**config.mk**
```make
export PLATFORM = sky130hd
export DESIGN_NAME = serial_target_rx
export DESIGN_NICKNAME = d
export VERILOG_FILES = /design/src/rtl/tgt_rx_pkg.sv /design/src/rtl/tgt_sync.sv /design/src/rtl/tgt_shift.sv /design/src/rtl/tgt_latch.sv /design/src/rtl/serial_target_rx.sv
export SDC_FILE = /design/constraint.sdc
export NUM_CORES = 1
export LEC_CHECK = 0
export BUFFER_PORTS_ARGS = -buffer_cell sky130_fd_sc_hd__buf_2
export CAP_MARGIN = 20
export CORE_AREA = 2 2 74 76
export DETAILED_ROUTE_END_ITERATION = 16
export DIE_AREA = 0 0 76 78
export PLACE_DENSITY = 0.66
export RECOVER_POWER = 100
export SYNTH_ARGS = -nofsm -noshare
export SYNTH_HDL_FRONTEND = slang
export SYNTH_HIERARCHICAL = 1
export SYNTH_SLANG_ARGS = --single-unit
```
**constraint.sdc**
```tcl
create_clock -name clk -period 3.2 [get_ports clk]
set_clock_uncertainty 0.15 [all_clocks]
set_input_delay 0.64 -clock clk [delete_from_list [all_inputs] [get_ports clk]]
set_output_delay 0.64 -clock clk [all_outputs]
set_load 0.005 [all_outputs]
```
**src/rtl/tgt_rx_pkg.sv**
```systemverilog
package tgt_rx_pkg;
  localparam int WORD_W    = 16;
  localparam int POS_START = 0;
  localparam int POS_TRIP  = 1;
  localparam int N_TRIP    = 3;
  localparam int POS_MODE  = 4;
  localparam int POS_LOAD  = 7;
  localparam int POS_CS    = 8;
  localparam int N_CS      = 6;
  localparam int POS_REL   = 14;
  localparam int REL_W     = 2;

  typedef enum logic [REL_W-1:0] {
    REL_SENSE_AND_TRIP = 2'b00,
    REL_TRIP_DELAYED   = 2'b01,
    REL_TRIP_AT_ONCE   = 2'b10,
    REL_RESERVED       = 2'b11
  } rel_code_e;
endpackage

```
**src/rtl/tgt_sync.sv**
```systemverilog
module tgt_sync #(
  parameter int STAGES = 2
) (
  input  logic clk,
  input  logic rst,
  input  logic ser_clk,
  input  logic ser_dat,
  output logic clk_rise,
  output logic dat_s
);
  logic [STAGES-1:0] clk_pipe;
  logic [STAGES-1:0] dat_pipe;
  logic              clk_last;

  always_ff @(posedge clk) begin
    if (rst) begin
      clk_pipe[0] <= 1'b0;
      dat_pipe[0] <= 1'b0;
    end else begin
      clk_pipe[0] <= ser_clk;
      dat_pipe[0] <= ser_dat;
    end
  end

  for (genvar g = 1; g < STAGES; g++) begin : g_stage
    always_ff @(posedge clk) begin
      if (rst) begin
        clk_pipe[g] <= 1'b0;
        dat_pipe[g] <= 1'b0;
      end else begin
        clk_pipe[g] <= clk_pipe[g-1];
        dat_pipe[g] <= dat_pipe[g-1];
      end
    end
  end

  always_ff @(posedge clk) begin
    if (rst) clk_last <= 1'b0;
    else     clk_last <= clk_pipe[STAGES-1];
  end

  assign clk_rise = clk_pipe[STAGES-1] & ~clk_last;
  assign dat_s    = dat_pipe[STAGES-1];
endmodule

```
**src/rtl/tgt_shift.sv**
```systemverilog
module tgt_shift
  import tgt_rx_pkg::*;
#(
  parameter int IDLE_TIMEOUT = 256
) (
  input  logic              clk,
  input  logic              rst,
  input  logic              bit_en,
  input  logic              bit_val,
  output logic              word_done,
  output logic [WORD_W-1:0] word_q
);
  localparam int CNT_W  = $clog2(WORD_W);
  localparam int IDLE_W = $clog2(IDLE_TIMEOUT + 1);
  localparam logic [CNT_W-1:0]  LAST_BIT  = CNT_W'(WORD_W - 1);
  localparam logic [IDLE_W-1:0] IDLE_LAST = IDLE_W'(IDLE_TIMEOUT - 1);

  logic [WORD_W-1:0] shreg;
  logic [CNT_W-1:0]  bit_cnt;
  logic [IDLE_W-1:0] idle_cnt;
  logic [WORD_W-1:0] next_shreg;

  assign next_shreg = {bit_val, shreg[WORD_W-1:1]};

  always_ff @(posedge clk) begin
    if (rst) begin
      shreg     <= '0;
      bit_cnt   <= '0;
      idle_cnt  <= '0;
      word_done <= 1'b0;
      word_q    <= '0;
    end else begin
      word_done <= 1'b0;
      if (bit_en) begin
        shreg    <= next_shreg;
        idle_cnt <= '0;
        if (bit_cnt == LAST_BIT) begin
          bit_cnt   <= '0;
          word_q    <= next_shreg;
          word_done <= 1'b1;
        end else begin
          bit_cnt <= bit_cnt + 1'b1;
        end
      end else if (bit_cnt != '0) begin
        if (idle_cnt == IDLE_LAST) begin
          bit_cnt  <= '0;
          idle_cnt <= '0;
        end else begin
          idle_cnt <= idle_cnt + 1'b1;
        end
      end
    end
  end
endmodule

```
**src/rtl/tgt_latch.sv**
```systemverilog
module tgt_latch
  import tgt_rx_pkg::*;
(
  input  logic              clk,
  input  logic              rst,
  input  logic              word_done,
  input  logic [WORD_W-1:0] word,
  output logic [N_TRIP-1:0] trip_flags,
  output logic [N_CS-1:0]   cs_flags,
  output logic              pole_three,
  output logic [REL_W-1:0]  rel_code,
  output logic              word_stb
);
  logic       accept;
  logic       take_targets;
  rel_code_e  new_rel;
  logic [1:0] unused_bits;

  assign unused_bits  = word[6:5];
  assign new_rel      = rel_code_e'(word[POS_REL +: REL_W]);
  assign accept       = word_done & word[POS_START];
  assign take_targets = accept & ~word[POS_LOAD];

  always_ff @(posedge clk) begin
    if (rst) begin
      trip_flags <= '0;
      cs_flags   <= '0;
      pole_three <= 1'b0;
      rel_code   <= REL_SENSE_AND_TRIP;
      word_stb   <= 1'b0;
    end else begin
      word_stb <= accept;
      if (take_targets) begin
        trip_flags <= word[POS_TRIP +: N_TRIP];
        cs_flags   <= word[POS_CS +: N_CS];
        pole_three <= word[POS_MODE];
      end
      if (accept && new_rel != REL_RESERVED) begin
        rel_code <= new_rel;
      end
    end
  end
endmodule

```
**src/rtl/serial_target_rx.sv**
```systemverilog
module serial_target_rx
  import tgt_rx_pkg::*;
#(
  parameter int SYNC_STAGES  = 2,
  parameter int IDLE_TIMEOUT = 256
) (
  input  logic              clk,
  input  logic              rst,
  input  logic              ser_clk,
  input  logic              ser_dat,
  output logic [N_TRIP-1:0] trip_flags,
  output logic [N_CS-1:0]   cs_flags,
  output logic              pole_three,
  output logic [REL_W-1:0]  rel_code,
  output logic              word_stb
);
  logic              clk_rise;
  logic              dat_s;
  logic              word_done;
  logic [WORD_W-1:0] word_q;

  tgt_sync #(.STAGES(SYNC_STAGES)) u_sync (
    .clk      (clk),
    .rst      (rst),
    .ser_clk  (ser_clk),
    .ser_dat  (ser_dat),
    .clk_rise (clk_rise),
    .dat_s    (dat_s)
  );

  tgt_shift #(.IDLE_TIMEOUT(IDLE_TIMEOUT)) u_shift (
    .clk       (clk),
    .rst       (rst),
    .bit_en    (clk_rise),
    .bit_val   (dat_s),
    .word_done (word_done),
    .word_q    (word_q)
  );

  tgt_latch u_latch (
    .clk        (clk),
    .rst        (rst),
    .word_done  (word_done),
    .word       (word_q),
    .trip_flags (trip_flags),
    .cs_flags   (cs_flags),
    .pole_three (pole_three),
    .rel_code   (rel_code),
    .word_stb   (word_stb)
  );
endmodule

```
==> results_dict.tcl, run 1 <==
set metrics [dict create \
    status "complete, no violations" \
    ir_drop_mv 0.4391 \
    core-area_sq_um 5042 \
    hold_viol 0 \
    cts_buffers 9 \
    cts_tree "done" \
    startpoint_type "register" \
    synth_nets 261 \
    setup_viol 0 \
    cts.path.max_buffers 2 \
    hold_path_end "u_sync/dat_s" \
    maxCapViolCount 0 \
    fmax_mhz 518.7 \
    power.share.combinational_pct 3.0 \
    start_util_pct 47.84 \
    power_per_cell_area_nw_per_um2 522.4 \
    hold_start "u_sync/dat_pipe[0]" \
    endpoint_kind "register" \
    tightest_slew_ns 0.6189 \
    die-area_sq_um 5928 \
    cp.arrival_ns 1.97 \
    netSwitchingFraction_pct 21.79 \
    die_y_microns 78 \
    track_usage_pct 14.38 \
    worstSetupPathType "register to register" \
    rows 26 \
    p_int_mw 1.100 \
    worst-path-max-fanout 16 \
    multi_input_area_sq_um 1087 \
    clockPowerShare_pct 42.5 \
    wire_per_inst_microns 11.65 \
    ant_nets 0 \
    grt_pass1_wl_mm 6.741 \
    io_buffer_count 16 \
    total_power_mw 1.407 \
    hpwl_mm 2.568 \
    whs_path_depth 1 \
    diodes 0 \
    clk_latency_ns 0.32 \
    reg2reg_slack_ns 1.27 \
    grt_max_degree 59 \
    synth.avg_cell_area_sq_um 9.497 \
    synthCells 254 \
    regArea_sq_um 1221 \
    ys_warn_count 6 \
    r2r-start "u_shift/bit_cnt[0]" \
    htree_num_levels 3 \
    r2r-end "u_shift/bit_cnt[0]" \
    syn_to_final_growth_pct 11.62 \
    min_path_type "register to register" \
    stdcell_area_sq_um 2693 \
    p_leak_nw 0.9517 \
    cts_repair_resize_count 0 \
    drc_errors 0 \
    pin_count 17 \
    syn-cell-area_sq_um 2412 \
    clkTransAtPathRegs_ns 0.06 \
    setup-tns-final_ns 0 \
    hold_buffers 0 \
    seqPwrFrac_pct 54.5 \
    cts_sinks 61 \
    nets 276 \
    crit_required_ns 3.24 \
    first_pass_iters 4 \
    cts-root-buf "clkbuf_8" \
    fin_crit_ns 1.928 \
    power_switching_uw 306.4 \
    detail_route.iter0.violations 105 \
    rsz0062_at_grt "false" \
    viasPerCell 4.860 \
    worstRegToRegCells 5 \
    dpl_cell_area_sq_um 2524 \
    drive_gt1_share_pct 12.77 \
    overflow 0 \
    final_max_slew_viol_count 0 \
    fillers 474 \
    gp_congestion 0.6906 \
    cts_setup_buffers 0 \
    finalCritPeriodShare_pct 60.25 \
    chipWidth_microns 76 \
    via_count 1672 \
    max-slew-margin-rel_pct 58.74 \
    drt-total-wl_mm 4.009 \
    grt_pass1_vias 1476 \
    antenna_found_initial 0 \
]
[critical path: stages, from the launching register on]
cell and delay (ns):
dfxtp_1 0.36, inv_1 0.08, ha_1 0.22, nor3b_4 0.21, o41ai_4 0.62, o21ai_0 0.14
[power by group through the flow]
stage	Clock, mW	Sequential, mW	Combinational, mW
final	0.598	0.767	0.0424
after global routing	0.653	0.766	0.0468
after CTS	0.616	0.767	0.0428
after detailed placement	0	0.784	0.0426
after global placement	0	0.784	0.0425
after floorplan	0	0.783	0.0344
[cell type report]
type / count / share of cell area, %
sequential: 61 / 45.35
multi-input combinational: 171 / 40.38
clock buffer: 12 / 5.762
timing repair buffer: 18 / 3.299
tap: 70 / 3.253
inverter: 8 / 1.115
clock inverter: 4 / 0.8364
[worst max-delay path by stage]
stage	start	endpoint	slack, ns	cells past startpoint
2_1_floorplan	rst	u_shift/bit_cnt[3]	1.49	4
3_3_place_gp	rst	u_shift/bit_cnt[3]	1.28	5
3_5_place_dp	rst	u_shift/bit_cnt[3]	1.28	5
4_1_cts	u_shift/bit_cnt[0]	u_shift/bit_cnt[0]	1.25	5
5_1_grt	u_sync/clk_pipe[1]	u_shift/word_q[2]	1.10	5
6_report	u_shift/bit_cnt[0]	u_shift/bit_cnt[0]	1.27	5
[state kept, by name, summed over array words and instances (netlist names), 2 cells and up]
signal and cells:
u_latch/cs_flags 6, u_shift/bit_cnt 4, u_latch/rel_code 2, u_sync/clk_pipe 2, u_shift/shreg 15, u_shift/word_q 14, u_shift/idle_cnt 9, u_latch/trip_flags 3
[placed cells by master, fill, tap and decap left out, drive strengths merged]
| cell type | n |
|---|---|
| o211a | 1 |
| clkinvlp | 1 |
| nand4 | 3 |
| clkbuf | 17 |
| a21oi | 20 |
| and4 | 1 |
| nor3b | 1 |
| nor3 | 1 |
| nand2 | 30 |
| a211oi | 1 |
| a21boi | 1 |
| nor2 | 17 |
| nand2b | 20 |
| buf | 13 |
| and3 | 2 |
| and3b | 2 |
| dfxtp | 61 |
| or3 | 3 |
| nand3 | 9 |
| clkinv | 3 |
| o211ai | 2 |
| o311a | 1 |
| inv | 8 |
| o31ai | 3 |
| or3b | 1 |
| nand3b | 2 |
| nor2b | 9 |
| mux2i | 25 |
| o41ai | 1 |
| ha | 3 |
| o21ai | 9 |
| or4 | 3 |
[through the flow]
step / setup WS (ns) / std cells / utilization [%] / hold slack (ns)
floorplan: 1.488 / 254 / - / 0.2638
global placement: 1.277 / 328 / 50.05 / 0.2677
detailed placement: 1.278 / 328 / 50.05 / 0.2804
CTS: 1.249 / 344 / 53.57 / 0.2993
global route: 1.095 / 344 / 53.40 / 0.3094
finish: 1.272 / 344 / 53.40 / 0.2903
[layer usage]
metal  vias to the layer above  global-route usage [%]  part of all wire [%]  wire (microns)
li1                        896                       -                     -               -
met1                       746                   19.18                    54            2172
met2                        25                   20.27                    41            1662
met3                         5                   4.535                   3.1             123
met4                         0                   8.727                   1.2              49
met5                         -                       0                     0               0
Power figures use the tool's default switching activity.
==> inputs of run 2 (changes only) <==
==> constraint.sdc (replaced) <==
create_clock -name clk -period 1.85 [get_ports clk]
set_clock_uncertainty 0.15 [all_clocks]
set_input_delay 0.37 -clock clk [delete_from_list [all_inputs] [get_ports clk]]
set_output_delay 0.37 -clock clk [all_outputs]
set_load 0.005 [all_outputs]
==> run 2 against run 1 <==
  * Combinational power up 100%
  * Total power up 91%
  * Via count up 4.2%
  * First-iteration DRC count down 15%
  * Critical endpoint is now u_shift/idle_cnt[7]
  * Largest cell class unchanged
  * Largest power group unchanged
==> results_dict.tcl, run 2 (synthesis results as in run 1) <==
set metrics [dict create \
    tightest_slew_ns 0.9316 \
    drive_gt1_share_pct 17.25 \
    grt_pass1_wl_mm 6.962 \
    top_regs "u_shift/shreg (15), u_shift/word_q (14), u_shift/idle_cnt (9)" \
    cts_tree "done" \
    setup_viol 0 \
    track_usage_pct 14.70 \
    hold_path_end "u_sync/dat_pipe[0]" \
    worst-path-max-fanout 6 \
    power_per_cell_area_nw_per_um2 951.7 \
    ant_nets 0 \
    htree_num_levels 3 \
    p_leak_nw 1.019 \
    hold_viol 0 \
    wire_per_inst_microns 11.77 \
    reg2reg_slack_ns 0.02 \
    r2r-end "u_shift/idle_cnt[7]" \
    ir_drop_mv 0.4565 \
    chipWidth_microns 76 \
    worstSetupPathType "register to register" \
    fillers 463 \
    status "complete, no violations" \
    crit_required_ns 1.96 \
    cts_buffers 9 \
    worstRegToRegCells 6 \
    start_util_pct 47.84 \
    die_y_microns 78 \
    final_cell_count_no_fill 354 \
    placed_cells 335 \
    clkTransAtPathRegs_ns 0.06 \
    antenna_found_initial 0 \
    cts-root-buf "clkbuf_8" \
    final_cell_mix "dfxtp_1 (59), nand2_1 (30), mux2i_1 (25)" \
    syn_to_final_growth_pct 16.86 \
    die-area_sq_um 5928 \
    clk_latency_ns 0.33 \
    finalCritPeriodShare_pct 98.83 \
    grt_pass1_vias 1585 \
    diodes 0 \
    cp.arrival_ns 1.94 \
    startpoint_type "register" \
    cts_sinks 61 \
    grt_max_degree 57 \
    final_common_cell "dfxtp_1" \
    first_pass_iters 4 \
    max-slew-margin-rel_pct 37.89 \
    holdWs_ns 0.09719 \
    overflow 0 \
    viasPerCell 4.924 \
    hold_start "ser_dat" \
    whs_path_depth 2 \
    min_path_type "primary input to register" \
    detail_route.iter0.violations 89 \
    via_count 1743 \
    fmax_mhz 546.9 \
    final_max_slew_viol_count 0 \
    rows 26 \
    gp_congestion 0.7865 \
    drc_errors 0 \
    drt-total-wl_mm 4.167 \
    hpwl_mm 2.559 \
    top_register "u_shift/shreg" \
    fin_crit_ns 1.828 \
    io_buffer_count 16 \
    largest_register_ffs 15 \
    nets 287 \
    endpoint_kind "register" \
    cts.path.max_buffers 2 \
    r2r-start "u_shift/bit_cnt[0]" \
    hold_buffers 0 \
    pin_count 17 \
    maxCapViolCount 0 \
    core-area_sq_um 5042 \
]
## run 2: cell count changes in the layout (fill, tap and decap cells not counted), sizes merged
cell and change:
clkbuf +2, nor3b +1, buf +7, clkinv -2, bufinv +2
## run 2: area by class of cell
type / instances / area, sq um / share of cell area, %
clock inverters: 4 / 72.57 / 2.574
inverters: 8 / 30.03 / 1.065
repair buffers: 28 / 156.4 / 5.548
multi-input cells: 172 / 1107 / 39.28
well taps: 70 / 87.58 / 3.107
clock buffers: 11 / 141.4 / 5.016
flip-flops and latches: 61 / 1224 / 43.41
## run 2: where the power goes
part | switching [mW] | total, mW | internal, mW
Combinational | 0.0468 | 0.0846 | 0.0378
Sequential | 0.00477 | 1.33 | 1.32
Clock | 0.486 | 1.27 | 0.786
## run 2: per-stage QoR
step,utilization [%],cell area (sq um),setup slack (ns),TNS [ns],power [mW]
floorplan,-,2412,0.2193,0,1.414
global placement,51.34,2589,0.1024,0,1.436
detailed placement,51.34,2589,0.04483,0,1.437
CTS,55.58,2803,0.01882,0,2.708
global route,55.91,2819,-0.03048,-0.03048,2.788
finish,55.91,2819,0.02163,0,2.683
## run 2: worst max path at each step
| stage | slack, ns | cells after the start | end | startpoint |
|---|---|---|---|---|
| floorplan | 0.22 | 5 | u_shift/bit_cnt[3] | u_shift/bit_cnt[0] |
| global placement | 0.10 | 6 | u_shift/bit_cnt[3] | u_shift/bit_cnt[0] |
| detailed placement | 0.04 | 6 | u_shift/bit_cnt[2] | u_shift/bit_cnt[0] |
| CTS | 0.02 | 6 | u_shift/bit_cnt[0] | u_shift/bit_cnt[0] |
| global route | -0.03 | 6 | u_shift/idle_cnt[7] | u_shift/bit_cnt[0] |
| finish | 0.02 | 6 | u_shift/idle_cnt[7] | u_shift/bit_cnt[0] |
## run 2: timing repair
action / in CTS / in global routing
buffers inserted: 0 / 3
resized for setup: 0 / 4
endpoints found under the setup margin: 0 / 10
## run 2: per-layer routing
metal,GRT usage [%],wire (microns),vias to the layer above
met5,0,0,-
met2,22.32,1925,30
met4,7.091,57,0
met1,18.64,2014,785
li1,-,-,922
met3,5.233,170,6
## run 2: worst max-delay path, cell delays in order, from the launching register on
cell     delay [ns]
dfxtp_2        0.35
inv_1          0.07
ha_2           0.20
nor3b_4        0.17
buf_4          0.16
or4_1          0.51
a21oi_1        0.15
